## config.mk

```make
export PLATFORM = sky130hd
export DESIGN_NAME = spi_reg_read_resp
export DESIGN_NICKNAME = d
export VERILOG_FILES = /design/src/rtl/spi_rr_pkg.sv /design/src/rtl/spi_rr_edge.sv /design/src/rtl/spi_rr_decode.sv /design/src/rtl/spi_rr_shift.sv /design/src/rtl/spi_reg_read_resp.sv
export SDC_FILE = /design/constraint.sdc
export NUM_CORES = 1
export LEC_CHECK = 0
export BUFFER_PORTS_ARGS = -buffer_cell sky130_fd_sc_hd__buf_2
export CAP_MARGIN = 10
export CORE_MARGIN = 2
export CORE_UTILIZATION = 35
export CTS_CLUSTER_SIZE = 14
export DETAILED_ROUTE_END_ITERATION = 10
export PLACE_DENSITY_LB_ADDON = 0.25
export SETUP_SLACK_MARGIN = 0.3
export SLEW_MARGIN = 15
export SYNTH_ARGS = -nofsm -noshare
export SYNTH_HDL_FRONTEND = slang
export SYNTH_SLANG_ARGS = --single-unit
```

## constraint.sdc

```tcl
create_clock -name clk_i -period 1.7 [get_ports clk_i]
set_input_delay 0.17 -clock clk_i [delete_from_list [all_inputs] [get_ports clk_i]]
set_output_delay 0.17 -clock clk_i [all_outputs]
set_load 0.01 [all_outputs]
```

## src/rtl/spi_rr_pkg.sv

```systemverilog
package spi_rr_pkg;
  localparam int ADDR_W  = 4;
  localparam int CMD_W   = 2;
  localparam int DATA_W  = 9;
  localparam int NREG    = 1 << ADDR_W;
  localparam int HDR_W   = ADDR_W + CMD_W;
  localparam int FRAME_W = HDR_W + 1 + DATA_W;
  localparam logic [CMD_W-1:0] CMD_READ = '1;

  typedef logic [ADDR_W-1:0] addr_t;
  typedef logic [CMD_W-1:0]  cmd_t;
  typedef logic [DATA_W-1:0] data_t;
endpackage

```

## src/rtl/spi_rr_edge.sv

```systemverilog
module spi_rr_edge (
  input  logic clk_i,
  input  logic rst_ni,
  input  logic cs_ni,
  input  logic sck_i,
  output logic rise_o,
  output logic fall_o
);
  logic sck_q;

  always_ff @(posedge clk_i or negedge rst_ni) begin
    if (!rst_ni) sck_q <= 1'b0;
    else         sck_q <= sck_i;
  end

  assign rise_o = ~cs_ni &  sck_i & ~sck_q;
  assign fall_o = ~cs_ni & ~sck_i &  sck_q;
endmodule

```

## src/rtl/spi_rr_decode.sv

```systemverilog
module spi_rr_decode
  import spi_rr_pkg::*;
#(
  parameter logic [NREG-1:0] IMPL_MASK   = 16'h003F,
  parameter logic [NREG-1:0] NV_MASK     = 16'hFFEC,
  parameter int              STATUS_ADDR = 4,
  parameter int              BUSY_POS    = 4
) (
  input  addr_t                   addr_i,
  input  cmd_t                    cmd_i,
  input  logic                    busy_i,
  input  logic [NREG*DATA_W-1:0]  regs_i,
  output logic                    ok_o,
  output data_t                   data_o
);
  localparam addr_t STAT_A = addr_t'(STATUS_ADDR);

  data_t stat_word;
  data_t reg_word;

  always_comb begin
    stat_word           = '0;
    stat_word[BUSY_POS] = busy_i;
  end

  assign reg_word = regs_i[addr_i*DATA_W +: DATA_W];

  // refused on bad command, hole in the map, or NV location under write
  assign ok_o = (cmd_i == CMD_READ) && IMPL_MASK[addr_i]
              && !(NV_MASK[addr_i] && busy_i);

  always_comb begin
    if (!ok_o)                 data_o = '0;
    else if (addr_i == STAT_A) data_o = stat_word;
    else                       data_o = reg_word;
  end
endmodule

```

## src/rtl/spi_rr_shift.sv

```systemverilog
module spi_rr_shift #(
  parameter int HDR_W   = 6,
  parameter int DATA_W  = 9,
  parameter int FRAME_W = 16,
  localparam int CNT_W  = $clog2(FRAME_W + 1)
) (
  input  logic              clk_i,
  input  logic              rst_ni,
  input  logic              cs_ni,
  input  logic              rise_i,
  input  logic              fall_i,
  input  logic              sdi_i,
  input  logic              ok_i,
  input  logic [DATA_W-1:0] data_i,
  output logic [HDR_W-1:0]  hdr_o,
  output logic [CNT_W-1:0]  cnt_o,
  output logic              sdo_o
);
  localparam logic [CNT_W-1:0] CNT_HDR = CNT_W'(HDR_W);
  localparam logic [CNT_W-1:0] CNT_END = CNT_W'(FRAME_W);

  logic [CNT_W-1:0]  cnt_q;
  logic [HDR_W-1:0]  hdr_q;
  logic [DATA_W:0]   osr_q;

  always_ff @(posedge clk_i or negedge rst_ni) begin
    if (!rst_ni) begin
      cnt_q <= '0;
      hdr_q <= '0;
      osr_q <= '1;
    end else if (cs_ni) begin
      cnt_q <= '0;
      hdr_q <= '0;
      osr_q <= '1;
    end else begin
      if (rise_i && cnt_q != CNT_END) begin
        cnt_q <= cnt_q + 1'b1;
        if (cnt_q < CNT_HDR) hdr_q <= {hdr_q[HDR_W-2:0], sdi_i};
      end
      if (fall_i) begin
        if (cnt_q == CNT_HDR)     osr_q <= {ok_i, data_i};
        else if (cnt_q > CNT_HDR) osr_q <= {osr_q[DATA_W-1:0], 1'b1};
      end
    end
  end

  assign hdr_o = hdr_q;
  assign cnt_o = cnt_q;
  assign sdo_o = osr_q[DATA_W];
endmodule

```

## src/rtl/spi_reg_read_resp.sv

```systemverilog
module spi_reg_read_resp
  import spi_rr_pkg::*;
#(
  parameter logic [NREG-1:0] IMPL_MASK   = 16'h003F,
  parameter logic [NREG-1:0] NV_MASK     = 16'hFFEC,
  parameter int              STATUS_ADDR = 4,
  parameter int              BUSY_POS    = 4
) (
  input  logic                   clk_i,
  input  logic                   rst_ni,
  input  logic                   cs_ni,
  input  logic                   sck_i,
  input  logic                   sdi_i,
  input  logic                   nv_busy_i,
  input  logic [NREG*DATA_W-1:0] regs_i,
  output logic                   sdo_o
);
  localparam int CNT_W = $clog2(FRAME_W + 1);

  logic             sck_rise, sck_fall;
  logic [HDR_W-1:0] hdr;
  logic [CNT_W-1:0] bit_cnt;
  logic             rd_ok;
  data_t            rd_data;

  spi_rr_edge u_edge (
    .clk_i (clk_i), .rst_ni(rst_ni), .cs_ni(cs_ni), .sck_i(sck_i),
    .rise_o(sck_rise), .fall_o(sck_fall)
  );

  spi_rr_decode #(
    .IMPL_MASK(IMPL_MASK), .NV_MASK(NV_MASK),
    .STATUS_ADDR(STATUS_ADDR), .BUSY_POS(BUSY_POS)
  ) u_dec (
    .addr_i(hdr[HDR_W-1:CMD_W]), .cmd_i(hdr[CMD_W-1:0]),
    .busy_i(nv_busy_i), .regs_i(regs_i),
    .ok_o(rd_ok), .data_o(rd_data)
  );

  spi_rr_shift #(.HDR_W(HDR_W), .DATA_W(DATA_W), .FRAME_W(FRAME_W)) u_shift (
    .clk_i(clk_i), .rst_ni(rst_ni), .cs_ni(cs_ni),
    .rise_i(sck_rise), .fall_i(sck_fall), .sdi_i(sdi_i),
    .ok_i(rd_ok), .data_i(rd_data),
    .hdr_o(hdr), .cnt_o(bit_cnt), .sdo_o(sdo_o)
  );
endmodule

```

==> results of run 1 <==
placed cells by master, fill, tap and decap left out, types with 2 or more instances in the layout:
master,count
sky130_fd_sc_hd__a21oi_1,12
sky130_fd_sc_hd__a21oi_2,6
sky130_fd_sc_hd__a31oi_1,2
sky130_fd_sc_hd__and3_4,2
sky130_fd_sc_hd__buf_12,2
sky130_fd_sc_hd__buf_2,75
sky130_fd_sc_hd__buf_4,27
sky130_fd_sc_hd__buf_6,4
sky130_fd_sc_hd__clkbuf_8,3
sky130_fd_sc_hd__dfrtp_1,10
sky130_fd_sc_hd__dfrtp_2,2
sky130_fd_sc_hd__dfstp_2,10
sky130_fd_sc_hd__ha_4,2
sky130_fd_sc_hd__inv_1,3
sky130_fd_sc_hd__mux2_2,2
sky130_fd_sc_hd__mux2_4,4
sky130_fd_sc_hd__mux2i_1,8
sky130_fd_sc_hd__mux4_2,13
sky130_fd_sc_hd__nand2_1,6
sky130_fd_sc_hd__nand2_2,2
sky130_fd_sc_hd__nand3_1,2
sky130_fd_sc_hd__nand3_2,5
sky130_fd_sc_hd__nand3b_1,3
sky130_fd_sc_hd__nand4_1,2
sky130_fd_sc_hd__nor2_1,25
sky130_fd_sc_hd__nor2b_1,4
sky130_fd_sc_hd__o21a_1,2
sky130_fd_sc_hd__o21ai_0,7
sky130_fd_sc_hd__o21ai_1,2
sky130_fd_sc_hd__o22ai_1,2
sky130_fd_sc_hd__xor2_1,3
Yosys cell counts (2+ instances only):
| library cell | n |
|---|---|
| sky130_fd_sc_hd__mux2i_1 | 8 |
| sky130_fd_sc_hd__nand3_1 | 7 |
| sky130_fd_sc_hd__dfstp_2 | 10 |
| sky130_fd_sc_hd__dfrtp_1 | 12 |
| sky130_fd_sc_hd__a21oi_1 | 18 |
| sky130_fd_sc_hd__o22ai_1 | 2 |
| sky130_fd_sc_hd__buf_6 | 6 |
| sky130_fd_sc_hd__clkbuf_1 | 3 |
| sky130_fd_sc_hd__nand3b_1 | 3 |
| sky130_fd_sc_hd__buf_2 | 4 |
| sky130_fd_sc_hd__buf_4 | 2 |
| sky130_fd_sc_hd__nor2b_1 | 4 |
| sky130_fd_sc_hd__o21a_1 | 2 |
| sky130_fd_sc_hd__mux2_2 | 6 |
| sky130_fd_sc_hd__nor2_1 | 25 |
| sky130_fd_sc_hd__a31oi_1 | 2 |
| sky130_fd_sc_hd__nand4_1 | 2 |
| sky130_fd_sc_hd__o21ai_0 | 8 |
| sky130_fd_sc_hd__xor2_1 | 3 |
| sky130_fd_sc_hd__and3_1 | 2 |
| sky130_fd_sc_hd__inv_1 | 4 |
| sky130_fd_sc_hd__a211oi_1 | 2 |
| sky130_fd_sc_hd__ha_1 | 3 |
| sky130_fd_sc_hd__mux4_2 | 13 |
| sky130_fd_sc_hd__nand2_1 | 8 |
worst register-to-register path: cells and delay by family, from the launching register on:
family,cells,cell delay (ns)
simple gates,1,0.10
buf+inv,1,0.15
fa+ha+maj,1,0.16
flops,1,0.40
compound gates,4,0.70
flip-flops by register name (all words and copies together) (netlist names):
name           count
u_shift.hdr_o      6
u_shift.cnt_o      5
u_edge.sck_q       1
u_shift.osr_q     10
how the worst max path moves through the flow:
stage,startpoint,to,slack [ns],depth (start not counted)
global placement,u_shift.cnt_o[0]$_DFFE_PN0P_,u_shift.osr_q[8]$_DFFE_PN1P_,0.09,8
floorplan,u_shift.cnt_o[0]$_DFFE_PN0P_,u_shift.hdr_o[0]$_DFFE_PN0P_,0.07,7
CTS,u_shift.cnt_o[0]$_DFFE_PN0P_,u_shift.osr_q[8]$_DFFE_PN1P_,0.12,8
global route,u_shift.cnt_o[1]$_DFFE_PN0P_,u_shift.osr_q[0]$_DFFE_PN1P_,0.03,7
detailed placement,u_shift.cnt_o[0]$_DFFE_PN0P_,u_shift.osr_q[8]$_DFFE_PN1P_,0.06,8
finish,u_shift.cnt_o[1]$_DFFE_PN0P_,u_shift.osr_q[0]$_DFFE_PN1P_,0.12,7
where the power goes:
part	switching, uW	internal, uW	leakage [uW]
Sequential	5.47	530	0.000266
Clock	170	167	0.0000228
Combinational	89.2	145	0.000796
logic make-up after synthesis:
group                      Yosys count  share of synthesized area (%)
AOI/OAI and AO/OA                   42                           15.4
buffers and inverters               20                           7.82
adders and majority gates            3                           2.13
DFF                                 22                           32.0
muxes                               27                           25.0
xor gates and xnor gates             4                           1.99
and+or+nand+nor                     57                           15.6
area by class of cell:
| type | instances | area share (%) |
|---|---|---|
| multi-input combinational | 133 | 46.2 |
| tap | 67 | 3.26 |
| sequential | 22 | 22.0 |
| timing repair buffer | 109 | 26.2 |
| clock buffer | 4 | 1.75 |
| inverter | 4 | 0.585 |
layer usage:
layer	up-vias	part of all wire (%)
li1	834	-
met1	805	45
met2	34	50
met3	6	3.5
met4	0	1.2
met5	-	0
what timing repair did:
item / 4_1_cts / 5_1_grt
setup endpoints to repair: 20 / 21
hold buffers: 1 / 0
gates resized for setup: 19 / 11
setup buffers: 14 / 3
gates cloned: 0 / 0
pin swaps: 8 / 11
endpoints found under the hold margin: 12 / 0
per-stage QoR:
stage | hold slack, ns | std cells | util [%]
2_1_floorplan | -0.126 | 175 | -
3_3_place_gp | 0.175 | 317 | 47.3
3_5_place_dp | 0.172 | 317 | 47.3
4_1_cts | 0.0505 | 336 | 52.0
5_1_grt | 0.0578 | 339 | 53.7
6_report | 0.0573 | 339 | 53.7
==> results summary, run 1 <==
The clock drives 22 sinks. Counting the fill cells in the layout gives 436. The met1 capacity usage during global routing came out at 25.2%. The count of nets left with antenna violations once routing finished came out at 0. At the placement stage, the worst setup path has a slack of 0.0636 ns. The number of vias per cell after detailed routing is 4.95.

TritonCTS built the clock tree. Counting both buffers and inverters, the worst setup path holds a total of 1. The clock skew after layout is 0.00103 ns. The count of unique library cells instantiated by Yosys is 41. Global routing consumed, over all layers together, 17.7% of the routing resources. The minimum setup slack in the final design is 0.121 ns. The core area is 4790 um2. The number of antenna violations at the first check in global routing is 0. The number of global-route vias before repair came to 1658.

The post-layout net count is 426. The timing-limited maximum frequency is 633 MHz. The layout overhead on the synthesized area is 46.0%.

The maximum level of the CTS H-tree came out at 1. The most used routing layer is met2. The total area of multi-input combinational cells is 1190 um2.

A synthesized cell averages 10.1 um2. After floorplanning, the core was divided into 25 placement rows. The number of cells on the worst reg-to-reg path is 7. The reg-to-reg startpoint is u_shift.cnt_o[1]$_DFFE_PN0P_. The congestion estimate from routability-driven global placement came to 0.762. The sequential cells in the finished layout cover a total of 566 um2. The area of placed instances came out at 2270 um2. In this run, CTS created clock tree buffers numbering 3. The wire length of the first global-routing pass came out at 7710 um. Walking the worst path, the cells encountered are buf_4, ha_4, o21ai_1, nand2_1, a31o_4, o21ai_0, a31oi_1. The required time reported for the critical path endpoint came out at 1.88 ns. The sum of negative setup slack came out at 0 ns. The final critical-path required period is 1.58 ns. In the global route stage, met3 resource usage came out at 4.02%. The x dimension of the die came out at 74.9 um. Sorting the synthesized cells by area gives the leading types as sky130_fd_sc_hd__dfrtp_1 17%, sky130_fd_sc_hd__mux4_2 17%, sky130_fd_sc_hd__dfstp_2 15%. The max-cap check violation count came out at 0. The number of slew-limit violations in the final report came out at 0. The antenna diode instance count came out at 0. In this run, synthesis produced a sequential element count of 22. Of all cell types, the one taking the most synthesized area is sky130_fd_sc_hd__dfrtp_1. The netlist area before placement came out at 1760 um2.

The I/O pin count came out at 151. The endpoint identified for the worst register-to-register timing path is u_shift.osr_q[0]$_DFFE_PN1P_. The synthesized instance count is 175. The number of enable flip-flop cells after synthesis came out at 0. The worst setup path is launched from a flop.

The root buffer selected by CTS is sky130_fd_sc_hd__clkbuf_8. The die area came out at 5610 um2. The power consumption is 1110 uW. The buffer levels on the longest clock path came out at 2.

The starting density of the core is 36.8%. The leakage dissipation came out at 0.00108 uW. The relative slew slack is 66.7%. The worst-case IR drop observed on VDD is 511 uV.

The final cell area excluding filler cells came out at 2570 um2. The final number of hold-violating endpoints is 0. The beginning of the worst hold path is sck_i. Summed over all layers, the routed wires come to 4850 um. The number of buffers inserted by port buffering came out at 75. Counting instances, the worst hold path has a depth of 1. The share of flip-flops with an asynchronous set or reset is 100%. On the critical path, the stage with the largest delay is an instance of sky130_fd_sc_hd__dfrtp_1. The number of setup violations in the final report is 0. The highest cell delay on the worst timing path came out at 0.40 ns.

The number of nets in the synthesized netlist is 328. In the routed design, unresolved DRC markers number 0. The dominant synthesized flop cell is sky130_fd_sc_hd__dfrtp_1. The clock latency reported for the late side of the worst-skew pair is 0.26 ns. The top cell type's share of synthesized area came out at 17.1%. The met2 track utilization from global routing is 27.9%. Setup repair after global routing could not meet its margin everywhere. The power density over the cells came out at 431 nW/um2. The count of routing violations after the opening detailed-route iteration is 68. The endpoint kind of the worst setup timing path is a flop. The count of warnings emitted by yosys is 0. The kind of critical path is flop to flop. The total grt overflow is 0.

In this run the worst path has a maximum fanout of 11. The pin count of the biggest net entering global routing came out at 23. Setup slack on the worst reg-to-reg path comes out at 0.12 ns. The run finished with clean final reports.

The routed wire length per instance came out at 14.3 um. The worst-case hold path end point is u_edge.sck_q$_DFF_PN0_. The detailed-router iteration count before antenna repair came out at 4.

The HPWL after detailed placement is 3750 um. The category of cells accounting for the largest share of critical-path delay is compound AO/OA/AOI/OAI gates. The clock-pin slew of the registers on the worst-case setup and hold paths is 0.08 ns.

At the pin with the least slew margin, the transition time is 0.500 ns. The layout cell share with drive strength beyond 1 came out at 61.4%. The vertical extent of the die is 74.9 um. The register area share after synthesis came out at 32.0%. The min-delay analysis places its worst path in the category input pin to flop.

The part of the cycle the worst path needs came out at 92.9%. The total number of vias came out at 1679. STA puts the critical path data arrival time at 1.76 ns.
(Power assumes the default switching activity.)
==> inputs of run 2 (changes only) <==
--- a/config.mk
+++ b/config.mk
@@ -7,6 +7,7 @@
 export LEC_CHECK = 0
 export BUFFER_PORTS_ARGS = -buffer_cell sky130_fd_sc_hd__buf_2
 export CAP_MARGIN = 10
+export CORE_ASPECT_RATIO = 2
 export CORE_MARGIN = 2
 export CORE_UTILIZATION = 35
 export CTS_CLUSTER_SIZE = 14
==> run 2 against run 1 <==
  * Non-clock buffer count down 10
  * Critical endpoint is now u_shift.hdr_o[3]$_DFFE_PN0P_
  * Clock power grew 14%
  * Critical path type unchanged
  * Sequential power hardly changed
  * Die area rose by 0.61%
==> results summary, run 2 (synthesis gave the netlist of run 1 again) <==
The run finished with clean final reports. The number of clock sinks seen by CTS is 22 (unchanged). The tree is rooted in a sky130_fd_sc_hd__clkbuf_8. The detailed-router iteration count before antenna repair was 4 (unchanged). The critical path is of the flop to flop type. The I/O pin count is 151 (unchanged). The final number of hold-violating endpoints is 0 (unchanged). The total area of multi-input combinational cells came out at 1200 um2 (+1.1%). In this design, the largest share of critical-path delay is due to flip-flops. The max-cap check violation count came to 0 (unchanged). The number of buffers and inverters on the critical path came out at 2 (+1). The met1 capacity usage during global routing is 21.3% (-3.9 points). The number of placement rows came to 36 (+44%). The final weighted congestion in routability-driven placement is 0.761 (-0.20%). The layout cell share with drive strength beyond 1 came to 61.2% (-0.18 points).

The highest cell delay on the worst timing path came out at 0.37 ns (-0.03 ns). The endpoint kind of the worst setup timing path is a flop. Walking the worst path, the cells encountered are inv_1, ha_4, a311oi_4, and3_4, buf_12, mux2i_1, nor2_1. The register cell area after layout came to 564 um2 (-0.22%).

The maximum net fanout on the critical path is 6 (-5). The starting density of the core came out at 36.2% (-0.60 points). The CTS buffer count is 3 (unchanged). The detailed-route DRC error count is 0 (unchanged). The wire length of the first global-routing pass came to 7750 um (+0.53%).

The fraction of met3 tracks used by global routing came out at 1.87% (-2.1 points). The half-perimeter wire length after placement came out at 3540 um (-5.5%). The required time reported for the critical path endpoint is 1.86 ns (-0.02 ns). The clock-pin slew of the registers on the worst-case setup and hold paths is 0.08 ns (about the same). In this run the most used layer during global routing was met2. The clock skew after layout is 0.00438 ns (+0.00335 ns). The buffer levels on the longest clock path came out at 2 (unchanged). The maximum level of the CTS H-tree is 1 (unchanged). The number of fillers in the final layout is 480 (+10%). The post-layout net count is 417 (-2.1%). The final wirelength was 4830 um (-0.56%). The total number of vias came out at 1696 (+1.0%). The x dimension of the die is 54.1 um (-28%). The number of flip-flops in the largest register is 10 (unchanged). The transition at the pin with the smallest max-transition slack came out at 0.497 ns (-0.00289 ns). The number of global-route vias before repair came out at 1723 (+3.9%). The clock latency reported for the late side of the worst-skew pair is 0.27 ns (about the same). The number of slew-limit violations in the final report is 0 (unchanged). The number of antenna violations at the first check in global routing was 0 (unchanged). The met2 track utilization from global routing is 31.4% (+3.5 points). The count of routing violations after the opening detailed-route iteration came out at 22 (-68%). The sum of negative setup slack is 0 ns (unchanged). Leaving out fill and tap cells, the most frequent cell in the layout is sky130_fd_sc_hd__buf_2.

The routed wire length per instance came to 15.1 um (+5.3%). The relative contribution of the clock network to total power is 33.5% (+3.0 points). The proportion of power drawn by combinational gates came out at 19.8% (-1.3 points). Compared with the post-synthesis result, the final layout area differs by 45.6%. The slowest stage of the critical path belongs to the cell sky130_fd_sc_hd__dfrtp_1. The die area is 5640 um2 (+0.61%). The number of buffers inserted by port buffering came to 75 (unchanged). The power density over the cells was 448 nW/um2 (+4.0%). STA classifies the critical path startpoint as a flop. The core area is 4860 um2 (+1.6%).

The minimum setup slack in the final design came out at 0.0996 ns (-0.0215 ns). The final standard cell utilization of the core is 52.6% (-1.0 points). The number of setup violations in the final report is 0 (unchanged). The internal power is 875 uW (+3.9%).

The tightest min-delay check is of the input pin to flop type. The number of vias per cell after detailed routing is 5.30 (+7.0%). The net switching fraction of the power is 23.8% (-0.17 points). The share of total power in sequential cells is 46.7% (-1.7 points). The timing-limited maximum frequency is 625 MHz (-1.3%). The relative slew slack is 66.9% (+0.19 points).

The part of the cycle the worst path needs came out at 94.1% (+1.3 points). The library cells used most frequently in the layout, excluding fill and tap cells, are 75 x sky130_fd_sc_hd__buf_2, 24 x sky130_fd_sc_hd__nor2_1, 14 x sky130_fd_sc_hd__buf_4. The antenna diode instance count was 0 (unchanged).

The post-route antenna net violation count came out at 0 (unchanged). The total grt overflow is 0 (unchanged). The peak ir drop on the vdd network came out at 373 uV (-27%). The pre-CTS setup slack came out at 0.0531 ns (-0.0105 ns). Setup repair after global routing could not meet its margin everywhere. The pin count of the biggest net entering global routing came out at 24 (+4.3%). The final critical-path required period is 1.60 ns (+0.0215 ns). The TritonCTS clock tree is done. The largest register by flop count is u_shift.osr_q. The reported net switching power is 273 uW (+2.9%).

The vertical extent of the die is 104 um (+39%). The global routing usage summed across all routing layers came to 18.1% (+0.45 points). The leakage dissipation came out at 0.00106 uW (-2.0%). The data arrival at the endpoint of the critical path came out at 1.76 ns (about the same).
run 2: power groups by stage:
stage                     sequential (uW)  clock [uW]  combinational [uW]
final                                 536         385                 227
after global routing                  537         423                 248
after CTS                             536         392                 216
after detailed placement              544           0                 206
after global placement                544           0                 202
after floorplan                       545           0                85.0
run 2: cell type report:
class                   instances  share of cell area (%)
repair buffers                 99                    25.6
multi-input cells             134                    46.8
flip-flops and latches         22                    22.0
well taps                      57                    2.78
inverters                       4                   0.586
clock buffers                   4                    2.15
run 2: final timing paths:
| check | to | start | slack [ns] | cells past startpoint |
|---|---|---|---|---|
| min | u_edge.sck_q$_DFF_PN0_ | sck_i | 0.04 | 1 |
| min in group asynchronous | u_edge.sck_q$_DFF_PN0_ | rst_ni | 0.39 | 2 |
| min reg2reg | u_shift.osr_q[4]$_DFFE_PN1P_ | u_shift.osr_q[4]$_DFFE_PN1P_ | 0.51 | 2 |
| max in group asynchronous | u_shift.hdr_o[3]$_DFFE_PN0P_ | rst_ni | 0.94 | 2 |
| max reg2reg | u_shift.hdr_o[3]$_DFFE_PN0P_ | u_shift.cnt_o[1]$_DFFE_PN0P_ | 0.1 | 7 |
| max | u_shift.hdr_o[3]$_DFFE_PN0P_ | u_shift.cnt_o[1]$_DFFE_PN0P_ | 0.1 | 7 |
run 2: metrics by stage:
| step | instances | power [uW] | hold WS [ns] | cell area, um2 |
|---|---|---|---|---|
| after floorplan | 175 | 630 | -0.126 | 1790 |
| after global placement | 306 | 746 | 0.174 | 2260 |
| after detailed placement | 306 | 749 | 0.167 | 2260 |
| after CTS | 316 | 1140 | 0.0455 | 2440 |
| after global routing | 320 | 1210 | 0.0336 | 2560 |
| final | 320 | 1150 | 0.0430 | 2560 |
run 2: what timing repair did:
| item | in CTS | in global routing |
|---|---|---|
| buffers inserted | 3 | 3 |
| cloned | 2 | 1 |
| endpoints found under the hold margin | 12 | 0 |
| endpoints found under the setup margin | 19 | 21 |
| resized for setup | 17 | 15 |
| hold buffers | 1 | 0 |
| pin swaps | 7 | 11 |
run 2: metal layers:
| metal | up-vias | wire, um |
|---|---|---|
| li1 | 822 | - |
| met2 | 53 | 2760 |
| met5 | - | 0 |
| met1 | 812 | 1760 |
| met4 | 0 | 108 |
| met3 | 9 | 195 |
